<file path="config.mk">
export PLATFORM = sky130hd
export DESIGN_NAME = lane_alu
export DESIGN_NICKNAME = d
export VERILOG_FILES = /design/src/rtl/lane_alu_pkg.sv /design/src/rtl/lane_alu_ctrl.sv /design/src/rtl/lane_alu_dp.sv /design/src/rtl/lane_alu.sv
export SDC_FILE = /design/constraint.sdc
export NUM_CORES = 1
export LEC_CHECK = 0
export ABC_AREA = 1
export BUFFER_PORTS_ARGS = -buffer_cell sky130_fd_sc_hd__buf_2
export CAP_MARGIN = 20
export CORE_ASPECT_RATIO = 2
export CORE_MARGIN = 2
export CORE_UTILIZATION = 58
export DETAILED_ROUTE_END_ITERATION = 8
export PLACE_DENSITY_LB_ADDON = 0.25
export SLEW_MARGIN = 20
export SYNTH_ARGS = -nofsm -noshare
export SYNTH_HDL_FRONTEND = slang
export SYNTH_SLANG_ARGS = --single-unit
</file>
<file path="constraint.sdc">
create_clock -name vclk -period 4.7
set_input_delay 0.705 -clock vclk [all_inputs]
set_output_delay 0.705 -clock vclk [all_outputs]
set_load 0.02 [all_outputs]
</file>
<file path="src/rtl/lane_alu_pkg.sv">
package lane_alu_pkg;
  localparam int OPW = 5;

  typedef enum logic [OPW-1:0] {
    opNop  = 5'd0,
    opAdd  = 5'd12,
    opSub  = 5'd13,
    opShr  = 5'd14,
    opAsr  = 5'd15,
    opRor  = 5'd16,
    opShl  = 5'd17,
    opMin  = 5'd18,
    opMax  = 5'd19,
    opAnd  = 5'd20,
    opOr   = 5'd21,
    opXor  = 5'd22,
    opNot  = 5'd23,
    opClz  = 5'd24,
    opVadd = 5'd30,
    opVsub = 5'd31
  } opT;

  typedef enum logic [3:0] {
    selZero, selAdd, selSub, selShr, selAsr, selRor, selShl, selMin,
    selMax, selAnd, selOr, selXor, selNot, selClz, selVadd, selVsub
  } selT;

  typedef struct packed {
    selT  sel;
    logic carryEn;
    logic unsup;
  } ctrlT;
endpackage

</file>
<file path="src/rtl/lane_alu_ctrl.sv">
module lane_alu_ctrl
  import lane_alu_pkg::*;
(
  input  logic [OPW-1:0] opcode,
  output ctrlT           ctrl
);
  always_comb begin
    ctrl = '{sel: selZero, carryEn: 1'b0, unsup: 1'b0};
    case (opcode)
      opNop:  ctrl.sel = selZero;
      opAdd:  begin ctrl.sel = selAdd; ctrl.carryEn = 1'b1; end
      opSub:  begin ctrl.sel = selSub; ctrl.carryEn = 1'b1; end
      opShr:  ctrl.sel = selShr;
      opAsr:  ctrl.sel = selAsr;
      opRor:  ctrl.sel = selRor;
      opShl:  ctrl.sel = selShl;
      opMin:  ctrl.sel = selMin;
      opMax:  ctrl.sel = selMax;
      opAnd:  ctrl.sel = selAnd;
      opOr:   ctrl.sel = selOr;
      opXor:  ctrl.sel = selXor;
      opNot:  ctrl.sel = selNot;
      opClz:  ctrl.sel = selClz;
      opVadd: ctrl.sel = selVadd;
      opVsub: ctrl.sel = selVsub;
      default: ctrl.unsup = 1'b1;
    endcase
  end
endmodule

</file>
<file path="src/rtl/lane_alu_dp.sv">
module lane_alu_dp
  import lane_alu_pkg::*;
#(
  parameter int WIDTH = 32,
  parameter int ELEM  = 8
) (
  input  ctrlT             ctrl,
  input  logic [WIDTH-1:0] opA,
  input  logic [WIDTH-1:0] opB,
  output logic [WIDTH-1:0] result,
  output logic             carryOut
);
  localparam int SHW   = $clog2(WIDTH);
  localparam int LANES = WIDTH / ELEM;

  logic [SHW-1:0]   shAmt;
  logic [WIDTH:0]   sumFull;
  logic [WIDTH:0]   diffFull;
  logic [2*WIDTH-1:0] rotPair;
  logic [WIDTH-1:0] rotRes;
  logic             aLess;
  logic [SHW:0]     clzCount;
  logic [WIDTH-1:0] vaddRes;
  logic [WIDTH-1:0] vsubRes;

  assign shAmt    = opB[SHW-1:0];
  assign sumFull  = {1'b0, opA} + {1'b0, opB};
  assign diffFull = {1'b0, opA} - {1'b0, opB};
  assign rotPair  = {opA, opA} >> shAmt;
  assign rotRes   = rotPair[WIDTH-1:0];
  assign aLess    = $signed(opA) < $signed(opB);

  always_comb begin
    clzCount = (SHW+1)'(WIDTH);
    for (int i = 0; i < WIDTH; i++) begin
      if (opA[i]) clzCount = (SHW+1)'(WIDTH - 1 - i);
    end
  end

  for (genvar k = 0; k < LANES; k++) begin : gLane
    logic [ELEM:0] bSum;
    logic [ELEM:0] bDiff;
    assign bSum  = {1'b0, opA[k*ELEM +: ELEM]} + {1'b0, opB[k*ELEM +: ELEM]};
    assign bDiff = {1'b0, opA[k*ELEM +: ELEM]} - {1'b0, opB[k*ELEM +: ELEM]};
    assign vaddRes[k*ELEM +: ELEM] = bSum[ELEM]  ? {ELEM{1'b1}} : bSum[ELEM-1:0];
    assign vsubRes[k*ELEM +: ELEM] = bDiff[ELEM] ? {ELEM{1'b0}} : bDiff[ELEM-1:0];
  end

  always_comb begin
    case (ctrl.sel)
      selAdd:  result = sumFull[WIDTH-1:0];
      selSub:  result = diffFull[WIDTH-1:0];
      selShr:  result = opA >> shAmt;
      selAsr:  result = $unsigned($signed(opA) >>> shAmt);
      selRor:  result = rotRes;
      selShl:  result = opA << shAmt;
      selMin:  result = aLess ? opA : opB;
      selMax:  result = aLess ? opB : opA;
      selAnd:  result = opA & opB;
      selOr:   result = opA | opB;
      selXor:  result = opA ^ opB;
      selNot:  result = ~opA;
      selClz:  result = WIDTH'(clzCount);
      selVadd: result = vaddRes;
      selVsub: result = vsubRes;
      default: result = '0;
    endcase
  end

  always_comb begin
    carryOut = 1'b0;
    if (ctrl.carryEn) carryOut = (ctrl.sel == selAdd) ? sumFull[WIDTH] : diffFull[WIDTH];
  end
endmodule

</file>
<file path="src/rtl/lane_alu.sv">
module lane_alu
  import lane_alu_pkg::*;
#(
  parameter int WIDTH = 32,
  parameter int ELEM  = 8
) (
  input  logic [4:0]       opcode,
  input  logic [WIDTH-1:0] opA,
  input  logic [WIDTH-1:0] opB,
  output logic [WIDTH-1:0] result,
  output logic             carryOut,
  output logic             unsupported
);
  ctrlT ctrl;

  lane_alu_ctrl uCtrl (.opcode(opcode), .ctrl(ctrl));

  lane_alu_dp #(.WIDTH(WIDTH), .ELEM(ELEM)) uDp (
    .ctrl(ctrl), .opA(opA), .opB(opB), .result(result), .carryOut(carryOut)
  );

  assign unsupported = ctrl.unsup;
endmodule

</file>
==> results of run 1 <==
-- layer usage --
metal | overflow | track usage [%]
met2 | 44 | 90.7
met5 | 0 | 13.3
met1 | 0 | 68.7
met4 | 44 | 70.3
met3 | 2 | 48.7
-- cells in the mapped netlist, types with 4 or more instances --
cell / instances
inv_2: 7
o21ai_0: 283
a211oi_1: 13
clkbuf_1: 77
nor4_1: 15
or2_2: 12
fa_1: 8
buf_2: 20
buf_1: 22
o311ai_0: 5
o2111ai_1: 27
o21a_1: 7
nor2_1: 265
o31ai_1: 6
nand4_1: 8
o221ai_1: 5
o22ai_1: 22
a21oi_1: 184
a21boi_0: 4
clkinv_1: 6
nand2_1: 504
xor2_1: 38
nor3_1: 27
mux2i_1: 17
o21ai_1: 13
buf_6: 4
o21bai_1: 8
a2111oi_0: 14
nand3_1: 76
ha_1: 100
inv_1: 231
a221oi_1: 14
a21o_1: 4
buf_4: 5
a22oi_1: 4
a31oi_1: 13
o211ai_1: 69
-- timing repair --
action / CTS
cloned: 1
buffers inserted: 2
setup endpoints to repair: 9
resized for setup: 2
-- stage by stage --
step	cells	instance area (sq um)	setup WS, ps	TNS [ps]	hold WS, ps
4_1_cts	2584	13200	28.1	0	1840
3_5_place_dp	2581	13100	-31.7	-76.8	1840
3_3_place_gp	2581	13100	5.15	0	1820
2_1_floorplan	2159	11300	40.7	0	1650
-- logic make-up after synthesis --
group	share of synthesized area, %
xor gates and xnor gates	3.28
muxes	1.51
and+or+nand+nor	32.7
AOI/OAI and AO/OA	37.0
buffers and inverters	13.0
adders and majority gates	12.5
==> metrics.csv, run 1 <==
stage;metric;value;unit
die;Die H;201;um
die;initial core utilization;58.7;%
run_status;Halt Reason;[ERROR GRT-0116] Global routing finished with congestion. Check the congestion regions in the DRC Viewer.;
logic_synthesis;Synth area leaders;nand2_1, o21ai_0, ha_1, nor2_1, a21oi_1;
logic_synthesis;synthesized area per cell;5.22;sq um
place;routability congestion estimate;1.31;
logic_synthesis;cells after synthesis;2159;
clocking;Hold-fix buffers, CTS;0;
grt;pin count of the biggest net entering global routing;72;
die;IO Pins;103;
logic_synthesis;post-synth net total;2336;
grt;global route total overflow;90;
run_status;failing step;5_1_grt;
die;Core Rows;72;
logic_synthesis;post-synthesis cell type count;51;
logic_synthesis;sequential share of the synthesized area;0;%
place;dpl hpwl;50700;um
grt;vias in the first global route;17928;
grt;Total Routing Usage GR;70.0;%
logic_synthesis;cell area after synthesis;11300;sq um
logic_synthesis;largest area contributor in the netlist;nand2_1;
grt;first-pass GRT wire length;110000;um
logic_synthesis;Synth Warn #;0;
die;Chip Width;103;um
place;IO Port Bufs;103;
logic_synthesis;top cell type's share of synthesized area;16.8;%
run_status;status;stopped before the end;
==> run 2: changes to the inputs <==
--- a/config.mk
+++ b/config.mk
@@ -8,11 +8,10 @@
 export ABC_AREA = 1
 export BUFFER_PORTS_ARGS = -buffer_cell sky130_fd_sc_hd__buf_2
 export CAP_MARGIN = 20
-export CORE_ASPECT_RATIO = 2
 export CORE_MARGIN = 2
-export CORE_UTILIZATION = 58
+export CORE_UTILIZATION = 40
 export DETAILED_ROUTE_END_ITERATION = 8
-export PLACE_DENSITY_LB_ADDON = 0.25
+export PLACE_DENSITY_LB_ADDON = 0.15
 export SLEW_MARGIN = 20
 export SYNTH_ARGS = -nofsm -noshare
 export SYNTH_HDL_FRONTEND = slang
==> constraint.sdc (replaced) <==
create_clock -name vclk -period 6.1
set_input_delay 0.915 -clock vclk [all_inputs]
set_output_delay 0.915 -clock vclk [all_outputs]
set_load 0.02 [all_outputs]
==> metrics.csv, run 2 <==
stage;metric;value;unit;change
run_status;status;finished clean;;was stopped before the end
place;pre-CTS WS;341;ps;was -31.7 ps
die;Die H;172;um;was 201 um
final_layout;area grow syn2layout;8.23;%;
grt;Total Routing Usage GR;42.1;%;
grt;grt met2 use;63.7;%;
timing;Final WS setup;99.2;ps;
grt;first-pass GRT wire length;91500;um;
place;routability congestion estimate;1.08;;was 1.31
logic_synthesis;sequential share of the synthesized area;0;%;unchanged
logic_synthesis;Synth area leaders;nand2_1, o21ai_0, ha_1, nor2_1, a21oi_1;;unchanged
pwr;Pwr Total;1.25;mW;
routing;Vias/cell;6.20;;
logic_synthesis;Synth Warn #;0;;unchanged
final_layout;fraction of layout cells with a size suffix above 1;8.97;%;
die;Chip Width;172;um;was 103 um
timing;Hold Fails Final Rpt;0;;
logic_synthesis;post-synthesis cell type count;51;;unchanged
logic_synthesis;largest area contributor in the netlist;nand2_1;;unchanged
logic_synthesis;top cell type's share of synthesized area;16.8;%;unchanged
grt;gr busiest metal;met2;;
grt;met1 usage;57.5;%;
pwr;Leak;5.95;nW;
final_layout;Seq. cell area;0;sq um;
routing;Initial DRT Pass Iterations;9;;
hold_path;hold path start;opB[25];;
timing;crit path time final;6000;ps;
timing;slew margin rel.;32.7;%;
timing;Final period util;98.4;%;
place;dpl hpwl;52000;um;was 50,700 um
routing;DRT antenna net count;0;;
worst_setup_path;Max FO, Critical Path;40;;
routing;drt total wl;64300;um;
pwr;total power divided by cell area;102;nW/um^2;
worst_setup_path;CP Class;in2out;;
die;Core Rows;61;;was 72
grt;met3 usage;10.8;%;
timing;count of pins over their slew limit;0;;
routing;via count;15956;;
grt;global route total overflow;0;;
final_layout;ANT cells;0;;
clocking;CTS-repair resized insts;0;;was 2
grt;initial antenna violation count;0;;
hold_path;HP Class;in2out;;
die;initial core utilization;40.6;%;was 58.7%
timing;worst-margin pin slew;1000;ps;
routing;DRC Markers;0;;
clocking;setup bufs post-CTS;0;;was 2
die;IO Pins;103;;unchanged
logic_synthesis;post-synth net total;2336;;unchanged
worst_setup_path;Worst EP required;5180;ps;
worst_setup_path;CP startpoint;opA[29];;
final_layout;nets;2374;;
final_layout;most frequent cells in the layout;nand2_1, o21ai_0, nor2_1, inv_1, a21oi_1;;
clocking;Hold-fix buffers, CTS;0;;unchanged
final_layout;Util after Layout;43.9;%;
logic_synthesis;most common cell in the netlist;nand2_1;;unchanged
timing;Final setup viols;0;;
flow_run;MaxCap Viol Count;0;;
logic_synthesis;synthesized area per cell;5.22;sq um;unchanged
pwr;Peak VDD IR;45.9;uV;
logic_synthesis;cell area after synthesis;11300;sq um;unchanged
worst_setup_path;Setup crit end;result[26];;
final_layout;post-route non-filler standard cell count;2573;;
routing;WL per Instance;25.0;um;
grt;vias in the first global route;14419;;
routing;initial DRC count;2131;;
timing;fmax;167;MHz;
place;post-placement cell count;2573;;was 2,581
timing;TNS Setup;0;ps;
logic_synthesis;cells after synthesis;2159;;unchanged
timing;RSZ-0062 raised after global routing;yes;;
grt;pin count of the biggest net entering global routing;73;;
final_layout;seq_cells;0;;
worst_setup_path;crit path launch type;primary input;;
worst_setup_path;critical path arrival;5090;ps;
worst_setup_path;Setup crit end kind;primary output;;
logic_synthesis;top cells by count, synth;nand2_1, o21ai_0, nor2_1;;unchanged
final_layout;clkbuf count;0;;
die;die area;29500;sq um;
final_layout;commonest non-fill, non-tap cell in the layout;nand2_1;;
die;core footprint;27800;sq um;
place;IO Port Bufs;103;;unchanged
[run 2: worst min-delay path by stage]
| stage | endpoint | cells after the start | slack, ps |
|---|---|---|---|
| finish | result[25] | 4 | 2260 |
| global route | result[25] | 4 | 2280 |
| CTS | result[25] | 4 | 2260 |
| detailed placement | result[5] | 4 | 2260 |
| global placement | result[14] | 4 | 2250 |
| floorplan | result[10] | 2 | 2080 |
[run 2: layout make-up]
class / count / area [sq um]
fill: 3279 / 15600
multi-input combinational: 1787 / 9830
timing repair buffer: 164 / 973
inverter: 244 / 916
tap: 378 / 473
[run 2: worst max-delay path: stages]
cell and delay (ps):
buf_2 220, inv_1 150, ha_1 500, inv_2 160, a21oi_1 250, nor3_1 80, a211oi_1 230, inv_1 160
a221oi_1 700, nand2_4 150, xor2_4 510, buf_4 470, nand2_1 110, o211ai_1 110, o2111ai_1 130, buf_2 210
[run 2: through the flow]
step | hold WS, ps | cell area [sq um]
after floorplan | 2080 | 11300
after detailed placement | 2260 | 12200
final | 2260 | 12200
after global placement | 2250 | 12200
after global routing | 2280 | 12200
after CTS | 2260 | 12200
[run 2: routing by layer]
metal  wire (um)  share of wire [%]
met4        2640                4.1
met5           0                  0
met3        7890                 12
met1       26800                 42
met2       26900                 42
[run 2: cell families (layout without fill, tap and decap cells)]
family / count (synthesis) / count (layout) / share of synthesized area (%)
multiplexers: 17 / 17 / 1.51
buffers and inverters: 372 / 408 / 13.0
AO/OA/AOI/OAI: 707 / 707 / 37.0
adder cells (fa/ha/maj): 108 / 108 / 12.5
XOR/XNOR: 40 / 40 / 3.28
AND/OR/NAND/NOR: 915 / 915 / 32.7
[run 2: power by group]
group          internal (mW)  switching, mW
clock network              0              0
registers                  0              0
logic                  0.343          0.907
(Power assumes the default switching activity.)
==> run 3: changes to the inputs <==
--- a/config.mk
+++ b/config.mk
@@ -8,10 +8,11 @@
 export ABC_AREA = 1
 export BUFFER_PORTS_ARGS = -buffer_cell sky130_fd_sc_hd__buf_2
 export CAP_MARGIN = 20
+export CORE_ASPECT_RATIO = 1.2
 export CORE_MARGIN = 2
 export CORE_UTILIZATION = 40
 export DETAILED_ROUTE_END_ITERATION = 8
-export PLACE_DENSITY_LB_ADDON = 0.15
+export PLACE_DENSITY_LB_ADDON = 0.05
 export SLEW_MARGIN = 20
 export SYNTH_ARGS = -nofsm -noshare
 export SYNTH_HDL_FRONTEND = slang
==> metrics.csv, run 3 (same netlist as run 2, synthesis figures left out) <==
stage;metric;value;unit;change
run_status;status;finished clean;;unchanged
final_layout;clkbuf count;0;;unchanged
die;initial core utilization;40.5;%;was 40.6%
grt;initial antenna violation count;4;;was 0
routing;via count;15938;;was 15,956
routing;DRT antenna net count;0;;unchanged
timing;count of pins over their slew limit;0;;unchanged
die;Die H;188;um;was 172 um
timing;fmax;172;MHz;was 167 MHz
final_layout;area grow syn2layout;7.88;%;was 8.23%
timing;crit path time final;5810;ps;was 6000 ps
timing;worst-margin pin slew;959;ps;was 1000 ps
grt;first-pass GRT wire length;92400;um;was 91,500 um
routing;drt total wl;63900;um;was 64,300 um
place;IO Port Bufs;103;;unchanged
clocking;CTS-repair resized insts;0;;unchanged
timing;Final setup viols;0;;unchanged
hold_path;HP Class;in2out;;unchanged
grt;global route total overflow;0;;unchanged
timing;slew margin rel.;35.4;%;was 32.7%
clocking;Hold-fix buffers, CTS;0;;unchanged
die;Core Rows;67;;was 61
worst_setup_path;Worst EP required;5180;ps;about the same
place;dpl hpwl;51600;um;was 52,000 um
final_layout;area of the multi-input gates;9830;sq um;about the same
die;Chip Width;157;um;was 172 um
die;die area;29500;sq um;about the same
worst_setup_path;Max FO, Critical Path;6;;was 40
final_layout;most frequent cells in the layout;nand2_1, o21ai_0, nor2_1, inv_1, a21oi_1;;unchanged
place;routability congestion estimate;1.06;;was 1.08
routing;initial DRC count;2037;;was 2,131
worst_setup_path;CP Class;in2out;;unchanged
final_layout;seq_cells;0;;unchanged
timing;Hold Fails Final Rpt;0;;unchanged
flow_run;MaxCap Viol Count;0;;unchanged
place;post-placement cell count;2567;;was 2,573
final_layout;post-route non-filler standard cell count;2569;;was 2,573
routing;WL per Instance;24.9;um;was 25.0 um
worst_setup_path;crit path launch type;primary input;;unchanged
die;core footprint;27800;sq um;about the same
grt;pin count of the biggest net entering global routing;77;;was 73
timing;TNS Setup;0;ps;unchanged
routing;Vias/cell;6.20;;about the same
timing;RSZ-0062 raised after global routing;no;;was yes
worst_setup_path;CP startpoint;opA[0];;was opA[29]
grt;Total Routing Usage GR;41.6;%;was 42.1%
grt;vias in the first global route;14679;;was 14,419
final_layout;fill count;3306;;was 3,279
routing;DRC Markers;0;;unchanged
die;IO Pins;103;;unchanged
timing;Final period util;95.2;%;was 98.4%
worst_setup_path;Setup crit end kind;primary output;;unchanged
final_layout;nets;2367;;was 2,374
final_layout;fraction of layout cells with a size suffix above 1;8.64;%;was 8.97%
final_layout;Seq. cell area;0;sq um;unchanged
final_layout;commonest non-fill, non-tap cell in the layout;nand2_1;;unchanged
worst_setup_path;critical path arrival;4890;ps;was 5090 ps
clocking;setup bufs post-CTS;0;;unchanged
routing;Initial DRT Pass Iterations;6;;was 9
hold_path;hold path start;opB[19];;was opB[25]
[run 3: cell types whose count changed in the layout (fill, tap and decap cells not counted), sizes merged]
| cell | previous run | this run |
|---|---|---|
| diode | 0 | 2 |
| buf | 164 | 157 |
[run 3: final timing paths]
kind,end,slack [ps],cells after the start
worst max-delay path,result[30],290,22
worst min-delay path,result[19],2260,4
[run 3: stage by stage]
stage | util (%) | hold slack (ps) | setup slack [ps] | area (sq um)
floorplan | - | 2080 | 835 | 11300
global placement | 43.7 | 2250 | 466 | 12200
detailed placement | 43.7 | 2250 | 455 | 12200
CTS | 43.7 | 2260 | 430 | 12200
global route | 43.7 | 2280 | 21.9 | 12200
finish | 43.7 | 2260 | 291 | 12200
[run 3: per-layer routing]
metal	track usage [%]	up-vias	routed length, um
met3	7.33	190	6290
met5	0	-	54
li1	-	7397	-
met2	65.7	891	28100
met1	54.7	7456	25800
met4	19.0	4	3680
[run 3: cell type report]
type / count / area share (%)
multi-input cells: 1787 / 80.8
repair buffers: 157 / 7.68
inverters: 244 / 7.53
well taps: 379 / 3.90
diodes: 2 / 0.0412
[run 3: critical path: stages]
cell	delay (ps)
buf_2	140
ha_1	280
fa_1	440
a21oi_1	210
o21bai_1	160
nand2_1	90
nand2_1	150
a21oi_1	240
inv_1	100
a21oi_1	210
inv_1	90
nand2_1	90
nand2_1	90
nand2_1	130
nand2_1	100
nand2_1	70
nand2_1	120
a21oi_1	310
nand2_1	90
a221oi_1	520
nand3_1	140
buf_2	200
==> run 4: changes to the inputs <==
--- a/config.mk
+++ b/config.mk
@@ -13,6 +13,7 @@
 export CORE_UTILIZATION = 40
 export DETAILED_ROUTE_END_ITERATION = 8
 export PLACE_DENSITY_LB_ADDON = 0.05
+export RECOVER_POWER = 25
 export SLEW_MARGIN = 20
 export SYNTH_ARGS = -nofsm -noshare
 export SYNTH_HDL_FRONTEND = slang
==> metrics.csv, run 4 (same netlist as run 2, synthesis figures left out) <==
stage;metric;value;unit;change
clocking;Hold-fix buffers, CTS;0;;unchanged
flow_run;MaxCap Viol Count;0;;unchanged
worst_setup_path;Max FO, Critical Path;11;;was 6
routing;via count;15975;;was 15,938
final_layout;seq_cells;0;;unchanged
timing;worst-margin pin slew;973;ps;was 959 ps
routing;DRC Markers;0;;unchanged
timing;slew margin rel.;34.5;%;was 35.4%
clocking;setup bufs post-CTS;0;;unchanged
timing;TNS Setup;0;ps;unchanged
grt;Total Routing Usage GR;41.6;%;unchanged
routing;WL per Instance;24.9;um;about the same
timing;RSZ-0062 raised after global routing;no;;unchanged
routing;Vias/cell;6.22;;was 6.20
timing;count of pins over their slew limit;0;;unchanged
die;initial core utilization;40.5;%;unchanged
final_layout;Seq. cell area;0;sq um;unchanged
worst_setup_path;CP Class;in2out;;unchanged
worst_setup_path;crit path launch type;primary input;;unchanged
final_layout;fill count;3306;;unchanged
worst_setup_path;CP delay by family, top;buffers and inverters;;was compound AO/OA/AOI/OAI gates
timing;WHS;2260;ps;about the same
place;IO Port Bufs;103;;unchanged
grt;vias in the first global route;14679;;unchanged
worst_setup_path;slowest cell on the critical path;nor2_1;;was a221oi_1
timing;Final setup viols;0;;unchanged
final_layout;fraction of layout cells with a size suffix above 1;8.46;%;was 8.64%
routing;Initial DRT Pass Iterations;6;;unchanged
timing;crit path time final;5830;ps;was 5810 ps
die;core footprint;27800;sq um;unchanged
routing;initial DRC count;2021;;was 2,037
worst_setup_path;Setup crit end kind;primary output;;unchanged
run_status;status;finished clean;;unchanged
die;IO Pins;103;;unchanged
final_layout;area grow syn2layout;7.84;%;was 7.88%
worst_setup_path;Bufs and invs on worst path;7;;was 4
hold_path;hold path start;opB[25];;was opB[19]
worst_setup_path;Worst EP required;5180;ps;about the same
final_layout;area of the multi-input gates;9830;sq um;unchanged
grt;initial antenna violation count;4;;unchanged
grt;pin count of the biggest net entering global routing;77;;unchanged
hold_path;HP Class;in2out;;unchanged
hold_path;hold worst-path end;result[25];;was result[19]
final_layout;finished layout cell area;12200;sq um;about the same
die;die area;29500;sq um;unchanged
grt;first-pass GRT wire length;92400;um;unchanged
die;Core Rows;67;;unchanged
grt;global route total overflow;0;;unchanged
routing;drt total wl;63900;um;about the same
place;placed cell area;12200;sq um;unchanged
die;Die H;188;um;unchanged
worst_setup_path;critical path arrival;4920;ps;was 4890 ps
final_layout;clkbuf count;0;;unchanged
clocking;CTS-repair resized insts;0;;unchanged
worst_setup_path;critical-path cell list;clkbuf_1 -> clkinv_1 -> nor2_1 -> inv_1 -> nor2_1 -> inv_1 -> o21ai_0 -> inv_1 -> nor2_1 -> inv_1 -> a22oi_1 -> nor2_1 -> o2111ai_1 -> buf_2;;was buf_2 -> ha_1 -> fa_1 -> a21oi_1 -> o21bai_1 -> nand2_1 -> nand2_1 -> a21oi_1 -> inv_1 -> a21oi_1 -> inv_1 -> nand2_1 -> nand2_1 -> nand2_1 -> nand2_1 -> nand2_1 -> nand2_1 -> a21oi_1 -> nand2_1 -> a221oi_1 -> nand3_1 -> buf_2
place;routability congestion estimate;1.06;;unchanged
hold_path;hold depth;4;;unchanged
final_layout;most frequent cells in the layout;nand2_1, o21ai_0, nor2_1, inv_1, a21oi_1;;unchanged
final_layout;commonest non-fill, non-tap cell in the layout;nand2_1;;unchanged
routing;DRT antenna net count;0;;unchanged
timing;Final period util;95.6;%;was 95.2%
die;Chip Width;157;um;unchanged
timing;Hold Fails Final Rpt;0;;unchanged
timing;fmax;171;MHz;was 172 MHz
place;dpl hpwl;51600;um;unchanged
final_layout;nets;2367;;unchanged
worst_setup_path;biggest cell delay along the critical path;740;ps;was 520 ps
[run 4: cell types whose count changed in the layout (fill, tap and decap cells not counted), sizes merged]
cell / before / now
clkbuf: 0 / 4
buf: 157 / 153
[run 4: through the flow]
step	utilization [%]	instances	setup WS [ps]
detailed placement	43.7	2567	455
global placement	43.7	2567	466
floorplan	-	2159	835
finish	43.7	2569	265
global route	43.6	2567	18.1
CTS	43.7	2567	430
[run 4: worst max path at each step]
stage / startpoint / to / slack (ps) / depth (start not counted)
2_1_floorplan: opB[4] / result[1] / 830 / 23
3_3_place_gp: opA[0] / result[30] / 470 / 22
3_5_place_dp: opA[0] / result[22] / 460 / 24
4_1_cts: opA[0] / result[22] / 430 / 24
5_1_grt: opA[2] / result[23] / 20 / 21
6_report: opcode[4] / result[17] / 270 / 14
[run 4: layout make-up]
type | instances | area share [%]
diodes | 2 | 0.0412
inverters | 244 | 7.54
multi-input cells | 1787 | 80.9
well taps | 379 | 3.90
repair buffers | 157 | 7.64
[run 4: routing by layer]
metal	track usage, %	vias to the layer above	part of all wire [%]
met5	0	-	0.085
met4	19.0	4	5.8
met3	7.33	197	9.7
met2	65.7	917	44
met1	54.7	7463	40
li1	-	7394	-
